## src/rtl/pl_pkg.sv

```systemverilog
package pl_pkg;
  typedef enum logic [3:0] {
    ST_IDLE, ST_PREINC, ST_FETCH, ST_LDCMD, ST_LDDATA,
    ST_INC, ST_BEGIN, ST_WAIT, ST_END, ST_NEXTINC, ST_DONE
  } step_t;

  typedef enum logic [1:0] {PH_LAUNCH, PH_SHIFT, PH_GAP} phase_t;

  localparam int CMD_W = 6;
  localparam int WORD_W = 14;
  localparam int FRAME_W = WORD_W + 2;
endpackage

```

## src/rtl/pl_shifter.sv

```systemverilog
module pl_shifter #(
  parameter int HALF_CYC = 5,
  parameter int FW = 16
) (
  input  logic          clk,
  input  logic          rst_n,
  input  logic          go_i,
  input  logic [4:0]    nbits_i,
  input  logic [FW-1:0] frame_i,
  output logic          sck_o,
  output logic          sdo_o,
  output logic          fin_o
);
  localparam int HW = (HALF_CYC > 1) ? $clog2(HALF_CYC) : 1;

  logic          act_q, act_n;
  logic          sck_q, sck_n;
  logic          sdo_q, sdo_n;
  logic          fin_q, fin_n;
  logic [FW-1:0] sr_q, sr_n;
  logic [4:0]    left_q, left_n;
  logic [HW-1:0] hc_q, hc_n;

  always_comb begin
    act_n = act_q; sck_n = sck_q; sdo_n = sdo_q; fin_n = 1'b0;
    sr_n = sr_q; left_n = left_q; hc_n = hc_q;
    if (!act_q) begin
      if (go_i) begin
        act_n  = 1'b1;
        sck_n  = 1'b1;
        sdo_n  = frame_i[0];
        sr_n   = frame_i >> 1;
        left_n = nbits_i - 5'd1;
        hc_n   = HW'(HALF_CYC - 1);
      end
    end else if (hc_q != '0) begin
      hc_n = hc_q - 1'b1;
    end else if (sck_q) begin
      sck_n = 1'b0;
      hc_n  = HW'(HALF_CYC - 1);
    end else if (left_q == '0) begin
      act_n = 1'b0;
      fin_n = 1'b1;
    end else begin
      sck_n  = 1'b1;
      sdo_n  = sr_q[0];
      sr_n   = sr_q >> 1;
      left_n = left_q - 5'd1;
      hc_n   = HW'(HALF_CYC - 1);
    end
  end

  always_ff @(posedge clk or negedge rst_n) begin
    if (!rst_n) begin
      act_q <= 1'b0; sck_q <= 1'b0; sdo_q <= 1'b0; fin_q <= 1'b0;
      sr_q <= '0; left_q <= '0; hc_q <= '0;
    end else begin
      act_q <= act_n; sck_q <= sck_n; sdo_q <= sdo_n; fin_q <= fin_n;
      sr_q <= sr_n; left_q <= left_n; hc_q <= hc_n;
    end
  end

  assign sck_o = sck_q;
  assign sdo_o = sdo_q;
  assign fin_o = fin_q;

  // data moves only together with a rising serial clock
  assert_sdo_on_rise_R4: assert property (@(posedge clk) disable iff (!rst_n)
    !$stable(sdo_q) |-> $rose(sck_q));
  // serial clock parked low whenever no frame is in flight
  assert_sck_idle_R12: assert property (@(posedge clk) disable iff (!rst_n)
    (!act_q && !$past(act_q)) |-> !sck_q);
endmodule

```

## src/rtl/pl_timer.sv

```systemverilog
module pl_timer #(
  parameter int TW = 16
) (
  input  logic          clk,
  input  logic          rst_n,
  input  logic          load_i,
  input  logic [TW-1:0] count_i,
  output logic          expire_o
);
  logic [TW-1:0] cnt_q, cnt_n;

  always_comb begin
    cnt_n = cnt_q;
    if (load_i)             cnt_n = count_i;
    else if (cnt_q != '0)   cnt_n = cnt_q - 1'b1;
  end

  always_ff @(posedge clk or negedge rst_n) begin
    if (!rst_n) cnt_q <= '0;
    else        cnt_q <= cnt_n;
  end

  assign expire_o = (cnt_q == TW'(1));

  // expiry is a single pulse per load
  assert_expire_pulse_R5: assert property (@(posedge clk) disable iff (!rst_n)
    expire_o |=> !expire_o);
endmodule

```

## src/rtl/prog_link_host.sv

```systemverilog
module prog_link_host import pl_pkg::*; #(
  parameter longint CLK_KHZ = 50000,
  parameter longint HALF_NS = 100,
  parameter longint GAP_NS = 1000,
  parameter longint PROG_NS = 1000000,
  parameter int AW = 13,
  parameter int GROUP = 8,
  parameter logic [5:0] CODE_LOAD = 6'b000010,
  parameter logic [5:0] CODE_BEGIN = 6'b001000,
  parameter logic [5:0] CODE_BEGIN1 = 6'b011000,
  parameter logic [5:0] CODE_END = 6'b010111,
  parameter logic [5:0] CODE_INC = 6'b000110
) (
  input  logic          clk,
  input  logic          rst_n,
  input  logic          start_i,
  input  logic          single_i,
  input  logic [AW-1:0] start_addr_i,
  input  logic          word_valid_i,
  input  logic [13:0]   word_i,
  input  logic          word_last_i,
  output logic          word_ready_o,
  output logic          sck_o,
  output logic          sdo_o,
  output logic          busy_o,
  output logic          done_o
);
  localparam int HALF_RAW = int'((CLK_KHZ * HALF_NS + 64'd999999) / 64'd1000000);
  localparam int HALF_CYC = (HALF_RAW < 1) ? 1 : HALF_RAW;
  localparam int GAP_CYC  = int'((CLK_KHZ * GAP_NS + 64'd999999) / 64'd1000000);
  localparam int PROG_CYC = int'((CLK_KHZ * PROG_NS + 64'd999999) / 64'd1000000);
  localparam int TMAX = (PROG_CYC > GAP_CYC) ? PROG_CYC : GAP_CYC;
  localparam int TW = $clog2(TMAX + 2);
  localparam int GW = (GROUP > 1) ? $clog2(GROUP) : 1;

  step_t         st_q, st_n;
  phase_t        ph_q, ph_n;
  logic          single_q, single_n;
  logic          last_q, last_n;
  logic [13:0]   word_q, word_n;
  logic [AW-1:0] pre_q, pre_n;
  logic [GW-1:0] grp_q, grp_n;

  logic               sh_go, sh_fin, tmr_load, tmr_exp;
  logic [4:0]         sh_bits;
  logic [FRAME_W-1:0] sh_frame;
  logic [TW-1:0]      tmr_val;

  always_comb begin
    sh_bits  = 5'd6;
    sh_frame = '0;
    unique case (st_q)
      ST_LDCMD:  sh_frame[5:0] = CODE_LOAD;
      ST_LDDATA: begin sh_bits = 5'd16; sh_frame = {1'b0, word_q, 1'b0}; end
      ST_BEGIN:  sh_frame[5:0] = single_q ? CODE_BEGIN1 : CODE_BEGIN;
      ST_END:    sh_frame[5:0] = CODE_END;
      default:   sh_frame[5:0] = CODE_INC;
    endcase
  end

  always_comb begin
    st_n = st_q; ph_n = ph_q; single_n = single_q; last_n = last_q;
    word_n = word_q; pre_n = pre_q; grp_n = grp_q;
    sh_go = 1'b0; tmr_load = 1'b0; tmr_val = TW'(GAP_CYC);
    unique case (st_q)
      ST_IDLE: if (start_i) begin
        single_n = single_i;
        pre_n    = start_addr_i;
        grp_n    = '0;
        last_n   = 1'b0;
        ph_n     = PH_LAUNCH;
        st_n     = (start_addr_i != '0) ? ST_PREINC : ST_FETCH;
      end
      ST_FETCH: if (word_valid_i) begin
        word_n = word_i;
        last_n = word_last_i;
        st_n   = ST_LDCMD;
      end
      ST_WAIT: begin
        if (ph_q == PH_LAUNCH) begin
          tmr_load = 1'b1;
          tmr_val  = TW'(PROG_CYC);
          ph_n     = PH_GAP;
        end else if (tmr_exp) begin
          ph_n = PH_LAUNCH;
          st_n = ST_END;
        end
      end
      ST_DONE: st_n = ST_IDLE;
      default: begin
        unique case (ph_q)
          PH_LAUNCH: begin sh_go = 1'b1; ph_n = PH_SHIFT; end
          PH_SHIFT: if (sh_fin) begin tmr_load = 1'b1; ph_n = PH_GAP; end
          default: if (tmr_exp) begin
            ph_n = PH_LAUNCH;
            unique case (st_q)
              ST_PREINC: begin
                pre_n = pre_q - 1'b1;
                st_n  = (pre_q == AW'(1)) ? ST_FETCH : ST_PREINC;
              end
              ST_LDCMD: st_n = ST_LDDATA;
              ST_LDDATA: begin
                if (single_q) st_n = ST_BEGIN;
                else if (last_q || grp_q == GW'(GROUP - 1)) begin
                  grp_n = '0;
                  st_n  = ST_BEGIN;
                end else begin
                  grp_n = grp_q + 1'b1;
                  st_n  = ST_INC;
                end
              end
              ST_BEGIN: st_n = ST_WAIT;
              ST_END:   st_n = last_q ? ST_DONE : ST_NEXTINC;
              default:  st_n = ST_FETCH;
            endcase
          end
        endcase
      end
    endcase
  end

  always_ff @(posedge clk or negedge rst_n) begin
    if (!rst_n) begin
      st_q <= ST_IDLE; ph_q <= PH_LAUNCH; single_q <= 1'b0; last_q <= 1'b0;
      word_q <= '0; pre_q <= '0; grp_q <= '0;
    end else begin
      st_q <= st_n; ph_q <= ph_n; single_q <= single_n; last_q <= last_n;
      word_q <= word_n; pre_q <= pre_n; grp_q <= grp_n;
    end
  end

  pl_shifter #(.HALF_CYC(HALF_CYC), .FW(FRAME_W)) u_shift (
    .clk(clk), .rst_n(rst_n), .go_i(sh_go), .nbits_i(sh_bits),
    .frame_i(sh_frame), .sck_o(sck_o), .sdo_o(sdo_o), .fin_o(sh_fin)
  );

  pl_timer #(.TW(TW)) u_tmr (
    .clk(clk), .rst_n(rst_n), .load_i(tmr_load), .count_i(tmr_val),
    .expire_o(tmr_exp)
  );

  assign word_ready_o = (st_q == ST_FETCH);
  assign busy_o = (st_q != ST_IDLE) && (st_q != ST_DONE);
  assign done_o = (st_q == ST_DONE);

  assert_done_after_busy_R10: assert property (@(posedge clk) disable iff (!rst_n)
    $rose(done_o) |-> $past(busy_o) && !busy_o);
  assert_done_single_R10: assert property (@(posedge clk) disable iff (!rst_n)
    done_o |=> !done_o);
  assert_ready_when_busy_R11: assert property (@(posedge clk) disable iff (!rst_n)
    word_ready_o |-> busy_o);
  assert_no_frame_in_wait_R9: assert property (@(posedge clk) disable iff (!rst_n)
    (st_q == ST_WAIT && $past(st_q) == ST_WAIT) |-> !sck_o);
endmodule

```

## config.mk

```make
export PLATFORM = sky130hd
export DESIGN_NAME = prog_link_host
export DESIGN_NICKNAME = d
export VERILOG_FILES = /design/src/rtl/pl_pkg.sv /design/src/rtl/pl_shifter.sv /design/src/rtl/pl_timer.sv /design/src/rtl/prog_link_host.sv
export SDC_FILE = /design/constraint.sdc
export NUM_CORES = 1
export LEC_CHECK = 0
export BUFFER_PORTS_ARGS = -buffer_cell sky130_fd_sc_hd__clkbuf_2
export CORE_AREA = 10 10 149 123
export DETAILED_ROUTE_END_ITERATION = 6
export DIE_AREA = 0 0 159 133
export PLACE_DENSITY = 0.49
export SYNTH_ARGS = -nofsm -noshare
export SYNTH_HDL_FRONTEND = slang
export SYNTH_SLANG_ARGS = --single-unit
```

## constraint.sdc

```tcl
create_clock -name clk -period 3.8 [get_ports clk]
set_clock_uncertainty 0.15 [all_clocks]
set_input_delay 0.76 -clock clk [delete_from_list [all_inputs] [get_ports clk]]
set_output_delay 0.76 -clock clk [all_outputs]
set_load 0.05 [all_outputs]
```

; Yosys cells after proc, flatten, opt, wreduce, memory -nomap -nowiden
; Index checks and enable logic that the tools add are counted.
; Widths: inputs -> output; s select.
[classes]
magnitude_cmp = 0
n_reduce_logical = 31
n_addsub = 6
n_shift = 0
n_eq_ne = 25
n_mux = 80
n_div = 0
n_mul = 0
bitwise_logic = 2
[op_table]
columns = op, count
row1 = $mux 16, 9
row2 = $mux 13, 4
row3 = $mux 5, 7
row4 = $mux 3, 11
row5 = $pmux 13 s2, 1
row6 = $mux 1, 24
row7 = $mux 4, 6
row8 = $pmux 6 s4, 1
row9 = $pmux 4 s5, 1
row10 = $mux 2, 9
row11 = $eq 16x1->1 const B, 1
row12 = $pmux 4 s4, 1
row13 = $reduce_bool 16->1, 1
row14 = $sub 16x1->16 const B, 1
row15 = $ne 2x2->1 const B, 7
row16 = $eq 13x1->1 const B, 1
row17 = $reduce_bool 13->1, 1
row18 = $sub 13x1->13 const B, 1
row19 = $eq 4x3->1 const B, 3
row20 = $reduce_and 6->1, 2
row21 = $reduce_bool 2->1, 6
row22 = $sub 5x1->5 const B, 2
row23 = $mux 9, 1
row24 = $eq 4x2->1 const B, 2
row25 = 29 further kinds, 41
[totals]
rom_bits = 0
mem_count = 0
input_bits = 33
elab_cells = 159
ram_bits = 0
latchBits = 0
ff_bits = 82
output_inout_bits = 5

; Depth between registers and ports, before layout
; Gate-level depths: netlist (run 1).
[depth]
ltp_word = 8
mapped_depth = 11
depth_no_buf = 8

; Hierarchy
; From an unflattened synthesis (run 1), not the netlist that was laid out.
[unflattened]
cells_unflattened = 526
area_unflattened_um2 = 5079.9
[by_module_without_submodules]
columns = mod, area_per_inst_um2, cells_per_inst, n_inst
row1 = prog_link_host, 2448.6, 277, 1
row2 = pl_shifter, 1531.5, 129, 1
row3 = pl_timer, 1099.8, 120, 1

; Least setup slack after synthesis (run 1)
; Ideal clock, no wire load.
[synth_path]
path_type = reg2out
from = register st_q[2]
to = output port busy_o
path_stages_with_launch = 6
arrival_time_ns = 2.573
slack_ns = 0.317
required_time_ns = 2.890
n_path_buf = 2
path_cell_list = dfrtp_1 > clkbuf_1 > buf_12 > nand2b_1 > nor3_1 > nor2_1
[synth_between]
elab_chain_len = 2
elab_cells_between_ends = 3
[synth_rtl]
columns = element, line_no
row1 = "start, declared", prog_link_host.sv:36  ; step_t st_q, st_n;
row2 = "start signal, assigned", prog_link_host.sv:127  ; st_q <= st_n; ph_q <= ph_n; single_q <= single_n; last_q <= last_n;
row3 = $ne 4x4->1 / $reduce_bool 4->1 (equally long branches), prog_link_host.sv:143  ; assign busy_o = (st_q != ST_IDLE) && (st_q != ST_DONE);
row4 = $logic_and 1x1->1 (*), prog_link_host.sv:143
row5 = "end, declared", prog_link_host.sv:25  ; output logic busy_o,
; Mark *: on every way between the ends. The rest lies on a longest branch, timed or not.

; Final worst setup path (run 1)
[layout_path]
from = register st_q[2]
to = register u_shift.left_q[0]
[layout_between]
elab_chain_len = 5
elab_cells_between_ends = 8
[layout_rtl]
columns = element, line_no
row1 = "$eq 4x2->1, or another cell as far along", prog_link_host.sv:65  ; unique case (st_q)
row2 = $reduce_or 4->1 (no line) (*), --
row3 = $mux 1 (*), prog_link_host.sv:65
row4 = $reduce_bool 2->1 (no line) (*), --
row5 = $reduce_and 4->1 (no line) (*), --
row6 = "end signal, assigned", pl_shifter.sv:59  ; sr_q <= sr_n; left_q <= left_n; hc_q <= hc_n;
row7 = "end, declared", pl_shifter.sv:21  ; logic [4:0] left_q, left_n;
; Marked as above.
; A chain may end at the register's enable or synchronous reset.

==> results_dict.tcl, run 1 <==
set metrics [dict create \
    cap_violations 0 \
    min_path_type "reg2reg" \
    clock-root-buffer "clkbuf_16" \
    worstSetupStartpointType "register" \
    yosysMostFrequentCell "dfrtp_1" \
    p_total_w 0.00186 \
    cp_slowest_cell "a22o_1" \
    numCtsBuffers 9 \
    yosys.area_share.simple_pct 20.3 \
    synthArstFlopShare_pct 100 \
    min_period_over_period_pct 81.3 \
    start_util_pct 30.2 \
    path_class "reg2reg" \
    wl_um 11900 \
    p_int_w 0.00145 \
    syn_area_per_cell_um2 9.42 \
    cts_sinks 80 \
    end_kind "register" \
    min_to "word_q[6]" \
    hold_buffers 0 \
    clkSlewWorstSetupHoldPaths_ns 0.07 \
    path_cells "nor3b_1 -> nor4_1 -> a22o_1 -> nand2_1 -> mux2_1" \
    p_comb_share_pct 3.0 \
    cts_tree "done" \
    pre_cts_slack_ns 0.719 \
    wl_per_cell_um 16.1 \
    tightest_slew_ns 1.06 \
    grt_max_degree 81 \
    groute.usage.overall_pct 11.5 \
    fin_ws_ns 0.710 \
    synthAdderAreaFrac_pct 1.88 \
    swShare_pct 22.3 \
    nNetsFinal 560 \
    synthesis.instances 494 \
    grt_pass1_wl_um 20300 \
    reg2reg_to "u_shift.left_q[0]" \
    pin_count 38 \
    ys_ff_latch 80 \
    ir_drop_v 0.000244 \
    die_h_um 133 \
    syn2layout_area_growth_pct 13.4 \
    clk_latency_ns 0.35 \
    yosysUniqueCellTypes 75 \
    postSynthNetCount 534 \
    antenna_found_initial 0 \
    synth_flop_cell "dfrtp_1" \
    rrSetupSlack_ns 0.71 \
    finalSetupTns_ns 0 \
    required_ns 3.88 \
    min_from "word_q[6]" \
    finalSetupViolations 0 \
    die_w_um 159 \
    grt_pass1_vias 3937 \
    cp.arrival_ns 3.17 \
    p_clk_share_pct 51.2 \
    coreArea_um2 15400 \
    post_cts_buffers 0 \
    status "finished clean" \
    rows 41 \
    synth_top_area_share_pct 43.0 \
    ff2ff_path_depth 5 \
    rsz0062_at_grt "false" \
    hpwlAfterDp_um 8460 \
    synth-compound-area-share_pct 21.3 \
    netlist_area_um2 4660 \
    antenna_left 0 \
    cts_htree_levels 3 \
    timing.fmax_mhz 324 \
    maxSlewHeadroom_pct 29.6 \
    cpPeakStageDelay_ns 0.80 \
    overflow 0 \
    ys_warn_count 0 \
    fin_crit_ns 3.09 \
    synth_edf_count 0 \
    die-area_um2 21100 \
    power_density_nw_per_um2 353 \
    yosysSeqAreaShare_pct 43.0 \
    vias 3940 \
    diodes 0 \
    dr.pass1.iters 5 \
    gp_congestion 0.836 \
    drc 0 \
    drtIter0Drc 249 \
    ctsResizeCount 0 \
    p_sw_w 0.000415 \
    synth_top_family_by_area "compound AO/OA/AOI/OAI gates" \
    p_leak_nw 2.48 \
    drive_gt1_share_pct 13.9 \
    portBuffers 37 \
    fill_cells 1611 \
    drv_slew 0 \
    clockBufferDepth 2 \
    hold_violations 0 \
    seqPwrFrac_pct 45.8 \
    synth_top_area_cell "dfrtp_1" \
    yosys-mux-area-fraction_pct 5.70 \
    cp_max_fo 27 \
    worstReg2RegStart "st_q[2]" \
    synth.area.top_cells "dfrtp_1, a21oi_1, mux2_1, nor2_1, nand2_1" \
    netlist_top_cells_count "dfrtp_1, a21oi_1, nor2_1" \
    avgViaCountPerCell 5.32 \
    synth_xor_area_share_pct 2.07 \
    worstHoldPathCells 1 \
]
worst max path at each step:
stage / start / endpoint / depth (start not counted)
floorplan: st_q[2] / busy_o / 5
global placement: st_q[2] / u_shift.sr_q[0] / 5
detailed placement: st_q[2] / u_shift.sr_q[0] / 5
CTS: st_q[2] / u_shift.left_q[0] / 5
global route: st_q[2] / u_shift.sr_q[0] / 5
finish: st_q[2] / u_shift.left_q[0] / 5
cells by family (layout without fill, tap and decap cells):
family,Yosys count,after routing
muxes,24,24
DFF,80,80
and+or+nand+nor,177,177
adders and majority gates,7,7
AOI/OAI and AO/OA,150,150
buffers and inverters,45,76
xor gates and xnor gates,11,11
critical path: cells and delay by family (launching register included):
family / cells / cell delay [ns]
and+or+nand+nor: 3 / 0.93
muxes: 1 / 0.39
DFF: 1 / 0.70
AOI/OAI and AO/OA: 1 / 0.80
per-stage QoR:
step	hold WS (ns)	instance area [um2]	util, %	instances
after global routing	0.360	5280	34.2	740
after global placement	0.334	4960	32.1	724
after detailed placement	0.332	4960	32.1	724
after floorplan	0.309	4660	-	494
after CTS	0.347	5280	34.2	740
final	0.343	5280	34.2	740
per-layer routing:
metal | wire (um) | share of wire [%] | track usage [%]
met5 | 0 | 0 | 0
met3 | 511 | 4.3 | 3.22
met1 | 5860 | 49 | 15.6
met4 | 119 | 1.0 | 2.98
met2 | 5430 | 46 | 17.7
power by group through the flow:
stage                     combinational [W]  sequential (W)  clock, W
after floorplan                   0.0000152        0.000870         0
after global placement            0.0000564        0.000870         0
after detailed placement          0.0000573        0.000870         0
after CTS                         0.0000575        0.000854  0.000983
after global routing              0.0000643        0.000854   0.00102
final                             0.0000552        0.000854  0.000955
sequential cells by signal (all words and copies together) (netlist names):
register	cells
u_tmr.cnt_q	16
u_shift.sr_q	14
word_q	14
pre_q	13
u_shift.left_q	5
st_q	4
grp_q	3
u_shift.hc_q	3
ph_q	2
last_q	1
single_q	1
u_shift.act_q	1
u_shift.fin_o	1
u_shift.sck_o	1
u_shift.sdo_o	1
layout make-up:
class                      instances  area (um2)  share of cell area (%)
clock buffer                       9         225                    4.27
tap                              215         269                    5.09
inverter                          17        63.8                    1.21
clock inverter                     7        95.1                    1.80
timing repair buffer              43         233                    4.41
sequential                        80        2000                    37.9
multi-input combinational        369        2390                    45.3
layout by cell type, fill, tap and decap left out, drive strengths merged, types with 3 or more instances in the layout:
cell	Yosys	routed
inv	16	17
ha	7	7
or2	4	4
a221oi	3	3
and2	6	6
nand3	13	13
buf	10	7
nor4	12	12
a21oi	43	43
or4	6	6
nor2	41	41
nand4	7	7
nand2	35	35
a22oi	11	11
nor3	23	23
o31ai	5	5
or3	8	8
a22o	3	3
nor3b	4	4
mux2	20	20
xor2	7	7
clkbuf	18	45
a31o	3	3
dfrtp	80	80
mux2i	4	4
a21o	4	4
o211ai	3	3
a211oi	4	4
o22ai	10	10
o21ai	19	19
a31oi	17	17
xnor2	4	4
clkinv	1	4
and3	6	6
Note: power is estimated with default switching activity, not from simulation.
==> run 2, diff against run 1 <==
clock period = 3.15 ns   (was 3.8 ns; I/O delays follow)
==> run 2 against run 1 <==
Routed wire length increased by 2.6%; critical path depth shrank 1; combinational power is 24% higher; global-route usage barely moved; critical path type is now reg2out.
==> results_dict.tcl, run 2 (synthesis gave the netlist of run 1 again) <==
set metrics [dict create \
    status "finished clean" \
    cts_sinks 80 \
    rsz0062_at_grt "false" \
    post_cts_buffers 0 \
    clkSlewWorstSetupHoldPaths_ns 0.07 \
    hold_buffers 0 \
    finalSetupViolations 0 \
    die_w_um 159 \
    finish.utilization_pct 34.4 \
    fin_crit_ns 2.80 \
    syn2layout_area_growth_pct 14.2 \
    drive_gt1_share_pct 14.6 \
    end_kind "output pin" \
    nNetsFinal 564 \
    avgViaCountPerCell 5.28 \
    top_regs "u_tmr.cnt_q: 16 flops, u_shift.sr_q: 14 flops, word_q: 14 flops" \
    hold_violations 0 \
    drv_slew 0 \
    numCtsBuffers 9 \
    clockBufferDepth 2 \
    dr.pass1.iters 5 \
    rows 41 \
    largest_register "u_tmr.cnt_q" \
    fin_ws_ns 0.350 \
    path_class "reg2out" \
    cpPeakStageDelay_ns 0.79 \
    cp_slowest_cell "dfrtp_1" \
    numPlacedInstances 728 \
    grt_max_degree 81 \
    wl_um 12200 \
    grt_pass1_vias 3912 \
    use_met1_pct 15.1 \
    power_density_nw_per_um2 420 \
    antenna_left 0 \
    drc 0 \
    ctsResizeCount 0 \
    pre_cts_slack_ns 0.579 \
    grtUsageMet2_pct 18.1 \
    grt.met3_usage_pct 2.94 \
    cap_violations 0 \
    path_cells "nand2b_1 -> nor3_2 -> nor2_1 -> clkbuf_2" \
    vias 3926 \
    fin_cells 744 \
    maxSlewHeadroom_pct 29.5 \
    clock-root-buffer "clkbuf_16" \
    timing.fmax_mhz 357 \
    tightest_slew_ns 1.06 \
    min_path_type "in2async" \
    hpwlAfterDp_um 8710 \
    grt_pass1_wl_um 20100 \
    pin_count 38 \
    finalSetupTns_ns 0 \
    die-area_um2 21100 \
    groute.usage.overall_pct 11.5 \
    largest_register_ffs 16 \
    worstSetupStartpointType "register" \
    cts_htree_levels 3 \
    min_period_over_period_pct 88.9 \
    ir_drop_v 0.000235 \
    diodes 0 \
    gp_congestion 0.879 \
    grt_busiest_layer "met2" \
    p_leak_nw 2.49 \
    required_ns 2.37 \
    drtIter0Drc 308 \
    portBuffers 37 \
    die_h_um 133 \
    cts_tree "done" \
    coreArea_um2 15400 \
    cp.arrival_ns 2.02 \
    start_util_pct 30.2 \
    cp_max_fo 21 \
    antenna_found_initial 0 \
    wl_per_cell_um 16.4 \
    final_cell_mix "dfrtp_1, a21oi_1, nor2_1, clkbuf_2, nand2_1" \
    p_total_w 0.00223 \
    final_common_cell "dfrtp_1" \
    overflow 0 \
    clk_latency_ns 0.34 \
]
==> run 2: changes by cell type in the layout (fill, tap and decap cells not counted) <==
cell,before,now
buf_4,7,11
clkinv_2,2,0
clkbuf_1,0,1
clkinvlp_4,1,2
nor3_1,22,21
nor3_2,0,1
==> run 2: power by group <==
part | switching (W) | internal, W
clock network | 0.000434 | 0.000699
registers | 0.00000232 | 0.00103
logic | 0.0000440 | 0.0000243
total | 0.000480 | 0.00175
==> run 2: final timing paths <==
path	depth (start not counted)	slack, ns	from	end
worst min register to register	1	0.34	word_q[7]	word_q[7]
worst min-delay path	1	0.31	rst_n	single_q
worst max register to register	5	0.55	pre_q[6]	st_q[1]
min in group clk	1	0.34	word_q[7]	word_q[7]
max in group asynchronous	1	1.83	rst_n	u_shift.fin_o
worst max-delay path	4	0.35	st_q[3]	busy_o
==> run 2: worst max-delay path: cells and delay by family, from the launching register on <==
kind,cells,cell delay [ns]
simple gates,3,0.64
flops,1,0.79
buf+inv,1,0.25
==> run 2: stage by stage <==
stage / hold WS, ns / cell area, um2
after global placement: 0.324 / 4990
after global routing: 0.338 / 5320
after CTS: 0.337 / 5320
after detailed placement: 0.334 / 4990
after floorplan: 0.184 / 4660
final: 0.309 / 5320
==> run 2: cell type report <==
type                    instances  area (um2)
flip-flops and latches         80        2000
well taps                     215         269
clock inverters                 6        92.6
fillers                      1591       10100
clock buffers                  10         229
multi-input cells             369        2400
inverters                      17        63.8
repair buffers                 47         263
==> run 2: metal layers <==
metal | vias to the layer above | part of all wire [%]
met5 | - | 0
met4 | 0 | 1.0
met3 | 8 | 4.1
met2 | 106 | 45
met1 | 1896 | 50
li1 | 1916 | -
